## src/rtl/rtc_pkg.sv

```systemverilog
package rtc_pkg;
    localparam int OFF_CTRL = 8'h00;
    localparam int OFF_SEC  = 8'h04;
    localparam int OFF_ALRM = 8'h08;
    localparam int OFF_REGU = 8'h0C;
    localparam int OFF_SCRA = 8'h34;
    localparam int OFF_UNLK = 8'h3C;

    localparam logic [15:0] UNLOCK_KEY = 16'hA55A;

    localparam int B_RUN   = 0;
    localparam int B_AFLG  = 1;
    localparam int B_AEN   = 2;
    localparam int B_AIE   = 3;
    localparam int B_TIE   = 4;
    localparam int B_TFLG  = 6;
    localparam int B_READY = 7;

    typedef enum logic [1:0] {
        WG_LOCKED = 2'd0,
        WG_OPEN   = 2'd1,
        WG_BUSY   = 2'd2
    } wg_state_t;
endpackage

```

## src/rtl/rtc_regulator.sv

```systemverilog
module rtc_regulator #(
    parameter int REG_W = 16
) (
    input  logic             clk,
    input  logic             rst_n,
    input  logic             slow_en,
    input  logic             run,
    input  logic             clear,
    input  logic [REG_W-1:0] limit,
    output logic             tick
);
    logic [REG_W-1:0] cnt;

    always_comb begin
        tick = slow_en && run && (cnt == limit);
    end

    always_ff @(posedge clk or negedge rst_n) begin
        if (!rst_n) begin
            cnt <= '0;
        end else if (clear) begin
            cnt <= '0;
        end else if (slow_en && run) begin
            cnt <= tick ? '0 : cnt + 1'b1;
        end
    end


    phase_hold_chk: assert property (@(posedge clk) disable iff (!rst_n)
        (!(slow_en && run) && !clear) |=> $stable(cnt));
endmodule

```

## src/rtl/rtc_wrgate.sv

```systemverilog
module rtc_wrgate
    import rtc_pkg::*;
#(
    parameter int AW         = 8,
    parameter int DW         = 32,
    parameter int BUSY_TICKS = 4
) (
    input  logic          clk,
    input  logic          rst_n,
    input  logic          slow_en,
    input  logic          wr,
    input  logic [AW-1:0] addr,
    input  logic [DW-1:0] wdata,
    output logic          ready,
    output logic          wen,
    output logic          commit,
    output logic [AW-1:0] c_addr,
    output logic [DW-1:0] c_data
);
    localparam int CW = $clog2(BUSY_TICKS + 1);
    localparam logic [CW-1:0] LAST = CW'(BUSY_TICKS - 1);
    localparam logic [AW-1:0] UNLK_A = AW'(OFF_UNLK);

    wg_state_t     state, nxt;
    logic [CW-1:0] cnt;
    logic          key_hit, reg_wr, last_strobe;

    always_comb begin
        key_hit     = wr && (addr == UNLK_A) && (wdata[15:0] == UNLOCK_KEY);
        reg_wr      = wr && (addr != UNLK_A);
        last_strobe = slow_en && (cnt == LAST);
    end

    always_comb begin
        nxt = state;
        unique case (state)
            WG_LOCKED: if (key_hit)              nxt = WG_OPEN;
            WG_OPEN:   if (reg_wr)               nxt = WG_BUSY;
            WG_BUSY:   if (last_strobe)          nxt = WG_LOCKED;
            default:                             nxt = WG_LOCKED;
        endcase
    end

    always_ff @(posedge clk or negedge rst_n) begin
        if (!rst_n) state <= WG_LOCKED;
        else        state <= nxt;
    end

    always_ff @(posedge clk or negedge rst_n) begin
        if (!rst_n) begin
            cnt    <= '0;
            c_addr <= '0;
            c_data <= '0;
        end else if (state == WG_OPEN && reg_wr) begin
            cnt    <= '0;
            c_addr <= addr;
            c_data <= wdata;
        end else if (state == WG_BUSY && slow_en) begin
            cnt <= cnt + 1'b1;
        end
    end

    always_comb begin
        ready  = (state != WG_BUSY);
        wen    = (state == WG_OPEN);
        commit = (state == WG_BUSY) && last_strobe;
    end


    locked_drop_chk: assert property (@(posedge clk) disable iff (!rst_n)
        (state == WG_LOCKED && reg_wr) |=> (state == WG_LOCKED));

    busy_hold_chk: assert property (@(posedge clk) disable iff (!rst_n)
        (state == WG_BUSY && !slow_en) |=> (state == WG_BUSY && $stable(c_data)));

    relock_chk: assert property (@(posedge clk) disable iff (!rst_n)
        commit |=> (ready && !wen));
endmodule

```

## src/rtl/rtc_core.sv

```systemverilog
module rtc_core
    import rtc_pkg::*;
#(
    parameter int AW         = 8,
    parameter int REG_W      = 16,
    parameter int BUSY_TICKS = 4,
    parameter int REG_DEF    = 32767
) (
    input  logic          clk,
    input  logic          rst_n,
    input  logic          slow_en,
    input  logic          bus_wr,
    input  logic [AW-1:0] bus_addr,
    input  logic [31:0]   bus_wdata,
    output logic [31:0]   bus_rdata,
    output logic          irq
);
    localparam int DW = 32;

    logic          ready, wen, commit, tick;
    logic [AW-1:0] c_addr;
    logic [DW-1:0] c_data;

    logic [DW-1:0]    sec, alarm, scratch;
    logic [REG_W-1:0] regu;
    logic             run, aflg, aen, aie, tie, tflg;
    logic             wr_ctrl, wr_sec, wr_alrm, wr_regu, wr_scra;
    logic             set_af;
    logic [DW-1:0]    sec_inc;

    rtc_wrgate #(.AW(AW), .DW(DW), .BUSY_TICKS(BUSY_TICKS)) u_gate (
        .clk(clk), .rst_n(rst_n), .slow_en(slow_en),
        .wr(bus_wr), .addr(bus_addr), .wdata(bus_wdata),
        .ready(ready), .wen(wen), .commit(commit),
        .c_addr(c_addr), .c_data(c_data)
    );

    rtc_regulator #(.REG_W(REG_W)) u_regu (
        .clk(clk), .rst_n(rst_n), .slow_en(slow_en), .run(run),
        .clear(wr_regu), .limit(regu), .tick(tick)
    );

    always_comb begin
        wr_ctrl = commit && (c_addr == AW'(OFF_CTRL));
        wr_sec  = commit && (c_addr == AW'(OFF_SEC));
        wr_alrm = commit && (c_addr == AW'(OFF_ALRM));
        wr_regu = commit && (c_addr == AW'(OFF_REGU));
        wr_scra = commit && (c_addr == AW'(OFF_SCRA));
        sec_inc = sec + 1'b1;
        set_af  = tick && !wr_sec && aen && (sec_inc == alarm);
    end

    always_ff @(posedge clk or negedge rst_n) begin
        if (!rst_n) begin
            sec     <= '0;
            alarm   <= '0;
            scratch <= '0;
            regu    <= REG_W'(REG_DEF);
        end else begin
            if (wr_sec)       sec <= c_data;
            else if (tick)    sec <= sec_inc;
            if (wr_alrm) alarm   <= c_data;
            if (wr_scra) scratch <= c_data;
            if (wr_regu) regu    <= c_data[REG_W-1:0];
        end
    end

    always_ff @(posedge clk or negedge rst_n) begin
        if (!rst_n) begin
            run  <= 1'b0;
            aen  <= 1'b0;
            aie  <= 1'b0;
            tie  <= 1'b0;
            aflg <= 1'b0;
            tflg <= 1'b0;
        end else if (wr_ctrl) begin
            run  <= c_data[B_RUN];
            aen  <= c_data[B_AEN];
            aie  <= c_data[B_AIE];
            tie  <= c_data[B_TIE];
            aflg <= (aflg && c_data[B_AFLG]) || set_af;
            tflg <= (tflg && c_data[B_TFLG]) || tick;
        end else begin
            aflg <= aflg || set_af;
            tflg <= tflg || tick;
        end
    end

    always_comb begin
        irq = (aflg && aie) || (tflg && tie);
    end

    always_comb begin
        bus_rdata = '0;
        case (bus_addr)
            AW'(OFF_CTRL): begin
                bus_rdata[B_RUN]   = run;
                bus_rdata[B_AFLG]  = aflg;
                bus_rdata[B_AEN]   = aen;
                bus_rdata[B_AIE]   = aie;
                bus_rdata[B_TIE]   = tie;
                bus_rdata[B_TFLG]  = tflg;
                bus_rdata[B_READY] = ready;
            end
            AW'(OFF_SEC):  bus_rdata = sec;
            AW'(OFF_ALRM): bus_rdata = alarm;
            AW'(OFF_REGU): bus_rdata = DW'(regu);
            AW'(OFF_SCRA): bus_rdata = scratch;
            AW'(OFF_UNLK): bus_rdata[31] = wen;
            default:       bus_rdata = '0;
        endcase
    end


    sec_step_chk: assert property (@(posedge clk) disable iff (!rst_n)
        (tick && !wr_sec) |=> (sec == $past(sec) + 32'd1));

    sec_load_chk: assert property (@(posedge clk) disable iff (!rst_n)
        wr_sec |=> (sec == $past(c_data)));

    alarm_src_chk: assert property (@(posedge clk) disable iff (!rst_n)
        $rose(aflg) |-> $past(tick));
endmodule

```

## config.mk

```make
export PLATFORM = sky130hd
export DESIGN_NAME = rtc_core
export DESIGN_NICKNAME = d
export VERILOG_FILES = /design/src/rtl/rtc_pkg.sv /design/src/rtl/rtc_regulator.sv /design/src/rtl/rtc_wrgate.sv /design/src/rtl/rtc_core.sv
export SDC_FILE = /design/constraint.sdc
export NUM_CORES = 1
export LEC_CHECK = 0
export BUFFER_PORTS_ARGS = -buffer_cell sky130_fd_sc_hd__buf_2
export CORE_MARGIN = 2
export CORE_UTILIZATION = 52
export DETAILED_ROUTE_END_ITERATION = 10
export HOLD_SLACK_MARGIN = 0.12
export PLACE_DENSITY = 0.71
export SLEW_MARGIN = 25
export SYNTH_ARGS = -nofsm -noshare
export SYNTH_HDL_FRONTEND = slang
export SYNTH_SLANG_ARGS = --single-unit
```

## constraint.sdc

```tcl
create_clock -name clk -period 7.25 [get_ports clk]
set_input_delay 1.0875 -clock clk [delete_from_list [all_inputs] [get_ports clk]]
set_output_delay 1.0875 -clock clk [all_outputs]
set_load 0.02 [all_outputs]
```

==> results.sh <==
export IMPL_finClkSkew_ns=0.00707
export IMPL_yosys_area_top_type="dfrtp_1"
export IMPL_post_cts_buffers=0
export IMPL_finalHoldViolations=0
export IMPL_regToRegSetupSlack_ns=3.94
export IMPL_rows=49
export IMPL_worst_skew_pair_late_latency_ns=0.44
export IMPL_criticalPathCategory="input port to output port"
export IMPL_portBuffers=76
export IMPL_die_area_mm2=0.0198
export IMPL_max_cap_violations=0
export IMPL_ys_warnings_count=0
export IMPL_pin_count=77
export IMPL_r2r_start="sec[2]"
export IMPL_hold_depth=1
export IMPL_core_region_area_mm2=0.0181
export IMPL_synth_cell_area_mm2=0.00972
export IMPL_whs_ns=0.461
export IMPL_path_clk_slew_ns=0.07
export IMPL_overall_via_count_from_detail_route=7364
export IMPL_arrival_ns=3.34
export IMPL_setup_worst_path_start_class="input port"
export IMPL_clkSinkCount=179
export IMPL_synth_flop_cell="dfrtp_1"
export IMPL_critical_path_fanouts_max=20
export IMPL_standard_cell_area_after_detailed_placement_mm2=0.0102
export IMPL_final_core_utilization_pct=59.3
export IMPL_grt_pass1_wl_um=39900
export IMPL_fp_dieW_um=141
export IMPL_hp_class="register to register"
export IMPL_drt_wirelength_per_cell_um=20.3
export IMPL_clockRootBuffer="clkbuf_16"
export IMPL_totalNegativeSetupSlack_ns=0
export IMPL_final_critical_path_setup_slack_ns=2.82
export IMPL_critical_path_slowest_cell="and2_0"
export IMPL_gates_resized_cts_repair=0
export IMPL_dr_pass1_iters=5
export IMPL_worst_hold_path_endpoint="u_gate.state[0]"
export IMPL_crit_family="simple AND/OR/NAND/NOR gates"
export IMPL_worst_slew_margin_rel_pct=32.8
export IMPL_reg2regPathDepth=7
export IMPL_synthTopCellsByCount="dfrtp_1 (164), mux2_2 (121), nand2_1 (81)"
export IMPL_max_stage_delay_ns=0.83
export IMPL_run_status="finished, final reports clean"
export IMPL_grt_remaining_overflow=0
export IMPL_hold_start="u_gate.state[1]"
export IMPL_place_ws_ns=2.83
export IMPL_synth_seq_cells=179
export IMPL_rsz0062_at_grt="false"
export IMPL_cellPowerDensity_mw_per_mm2=181
export IMPL_layout_nets=1021
export IMPL_synth_async_reset_ratio_pct=100
export IMPL_critical_path_reg2reg_endpoint="aflg"
export IMPL_netlist_top_cells_area="dfrtp_1 (42%), mux2_2 (14%), xnor2_1 (5.9%)"
export IMPL_grt_max_degree=107
export IMPL_worst_endpoint_required_ns=6.16
export IMPL_post_route_cells_drive_above_1_share_pct=28.0
export IMPL_cts_made_buffers=17
export IMPL_globalplace_congestion=0.920
export IMPL_tightest_slew_ns=1.01
export IMPL_holdBufCountCts=0
export IMPL_grtUsageTotal_pct=25.8
export IMPL_finalSetupViolations=0
export IMPL_floorplan_initialDensity_pct=53.5
export IMPL_cts_tree="built"
export IMPL_dieHeight_um=141
export IMPL_synthCells=931
export IMPL_power_leakage_nw=5.08
export IMPL_critical_path_buf_inv_count=3
export IMPL_report_final_slew_viol_count=0
export IMPL_worstPathCellList="buf_2 > nor2_1 > nand2_1 > nor4_2 > buf_4 > and2_0 > a22oi_1 > nand2_1 > buf_2"
export IMPL_yosysTopAreaCellShare_pct=42.2
export IMPL_post_route_drc_count=0
export IMPL_totalWireLength_um=24700
export IMPL_synth_edf_count=0
export IMPL_ys_types=64
export IMPL_grt_pass1_vias=7338
export IMPL_postSynthNetCount=979
export IMPL_count_leader_synth="dfrtp_1"
export IMPL_maxClockFrequency_mhz=226
export IMPL_area_delta_synth_final_pct=10.8
export IMPL_dp_final_hpwl_um=16900
export IMPL_number_of_antenna_cells_inserted=0
export IMPL_layout_cell_area_non_filler_mm2=0.0108
export IMPL_clock_tree_buffer_depth=2
export IMPL_finalCriticalPeriod_ns=4.43
export IMPL_max_vdd_ir_drop_mv=0.164
export IMPL_postSynthAreaPerCell_um2=10.4
export IMPL_fin_crit_sh_pct=61.1
export IMPL_sequential_share_of_the_synthesized_area_pct=46.3
export IMPL_endpoint_kind="output port"
export IMPL_viasPerCell=6.06
export IMPL_detailedRoute_firstIterationViolations=803
export IMPL_antenna_found_initial=0
export IMPL_cts_htree_levels=4
export IMPL_drt_antenna_violating_nets=0
-- power breakdown --
part           switching, mW  leakage, nW  internal, mW
combinational         0.0363         2.35        0.0134
sequential         0.0000849         2.45         0.999
clock                  0.405        0.277         0.492
-- worst max-delay path by stage --
| stage | startpoint | end | slack (ns) | cells past startpoint |
|---|---|---|---|---|
| floorplan | bus_addr[4] | bus_rdata[12] | 3.24 | 7 |
| global placement | bus_addr[1] | bus_rdata[18] | 2.85 | 9 |
| detailed placement | bus_addr[1] | bus_rdata[18] | 2.83 | 9 |
| CTS | bus_addr[1] | bus_rdata[18] | 2.83 | 9 |
| global route | bus_addr[1] | bus_rdata[18] | 2.66 | 9 |
| finish | bus_addr[1] | bus_rdata[18] | 2.82 | 9 |
-- cell families (layout without fill, tap and decap cells) --
logic type / count (synthesis) / count (layout) / share of synthesized area, %
buf+inv: 71 / 126 / 3.28
simple gates: 306 / 306 / 16.5
compound gates: 145 / 145 / 9.85
xor+xnor: 103 / 103 / 9.29
flops: 179 / 179 / 46.3
mux: 123 / 123 / 14.2
fa+ha+maj: 4 / 4 / 0.515
-- metrics by stage --
stage                     cells  power [mW]
after floorplan             931        1.03
after global placement     1183        1.07
after detailed placement   1183        1.07
after CTS                  1215        1.96
after global routing       1215        2.01
final                      1215        1.95
-- state kept, by name, indices dropped and copies added (netlist names) --
register,cells
alarm,32
scratch,32
sec,32
u_gate.c_data,32
regu,16
u_regu.cnt,16
u_gate.c_addr,8
u_gate.cnt,3
u_gate.state,2
aen,1
aflg,1
aie,1
run,1
tflg,1
tie,1
-- area by class of cell --
type / count / area, um2
multi-input combinational: 681 / 4930
sequential: 179 / 4500
timing repair buffer: 85 / 457
clock buffer: 20 / 457
clock inverter: 12 / 105
inverter: 9 / 33.8
fill: 1549 / 7380
tap: 229 / 287
-- layout by cell type (no fill, tap or decap), types with 3 or more instances in the layout --
master / count
dfrtp_1: 164
mux2_2: 121
nand2_1: 81
nor2_1: 79
buf_2: 75
xnor2_1: 65
a21oi_1: 53
xor2_1: 38
nand3_1: 29
a22oi_1: 26
o21ai_0: 23
nor3_1: 21
nand4_1: 17
clkbuf_16: 17
dfstp_2: 15
a32oi_1: 11
inv_1: 9
or3_1: 9
buf_4: 9
nor4_1: 8
a221oi_1: 8
and3_1: 7
a222oi_1: 6
or4_1: 5
nor4_2: 5
clkinv_2: 5
nand3b_1: 4
nor2b_1: 4
and2_1: 4
ha_1: 4
nor4_4: 3
or2_2: 3
and3_4: 3
and2_0: 3
clkbuf_8: 3
inv_6: 3
-- per-layer routing --
metal	vias up	global-route usage, %	share of wire, %
met4	0	7.00	1.3
met1	3651	37.4	47
met2	259	39.6	46
li1	3428	-	-
met3	26	5.43	6.5
met5	-	0	0
No activity file was read; power rests on OpenSTA's default activity.
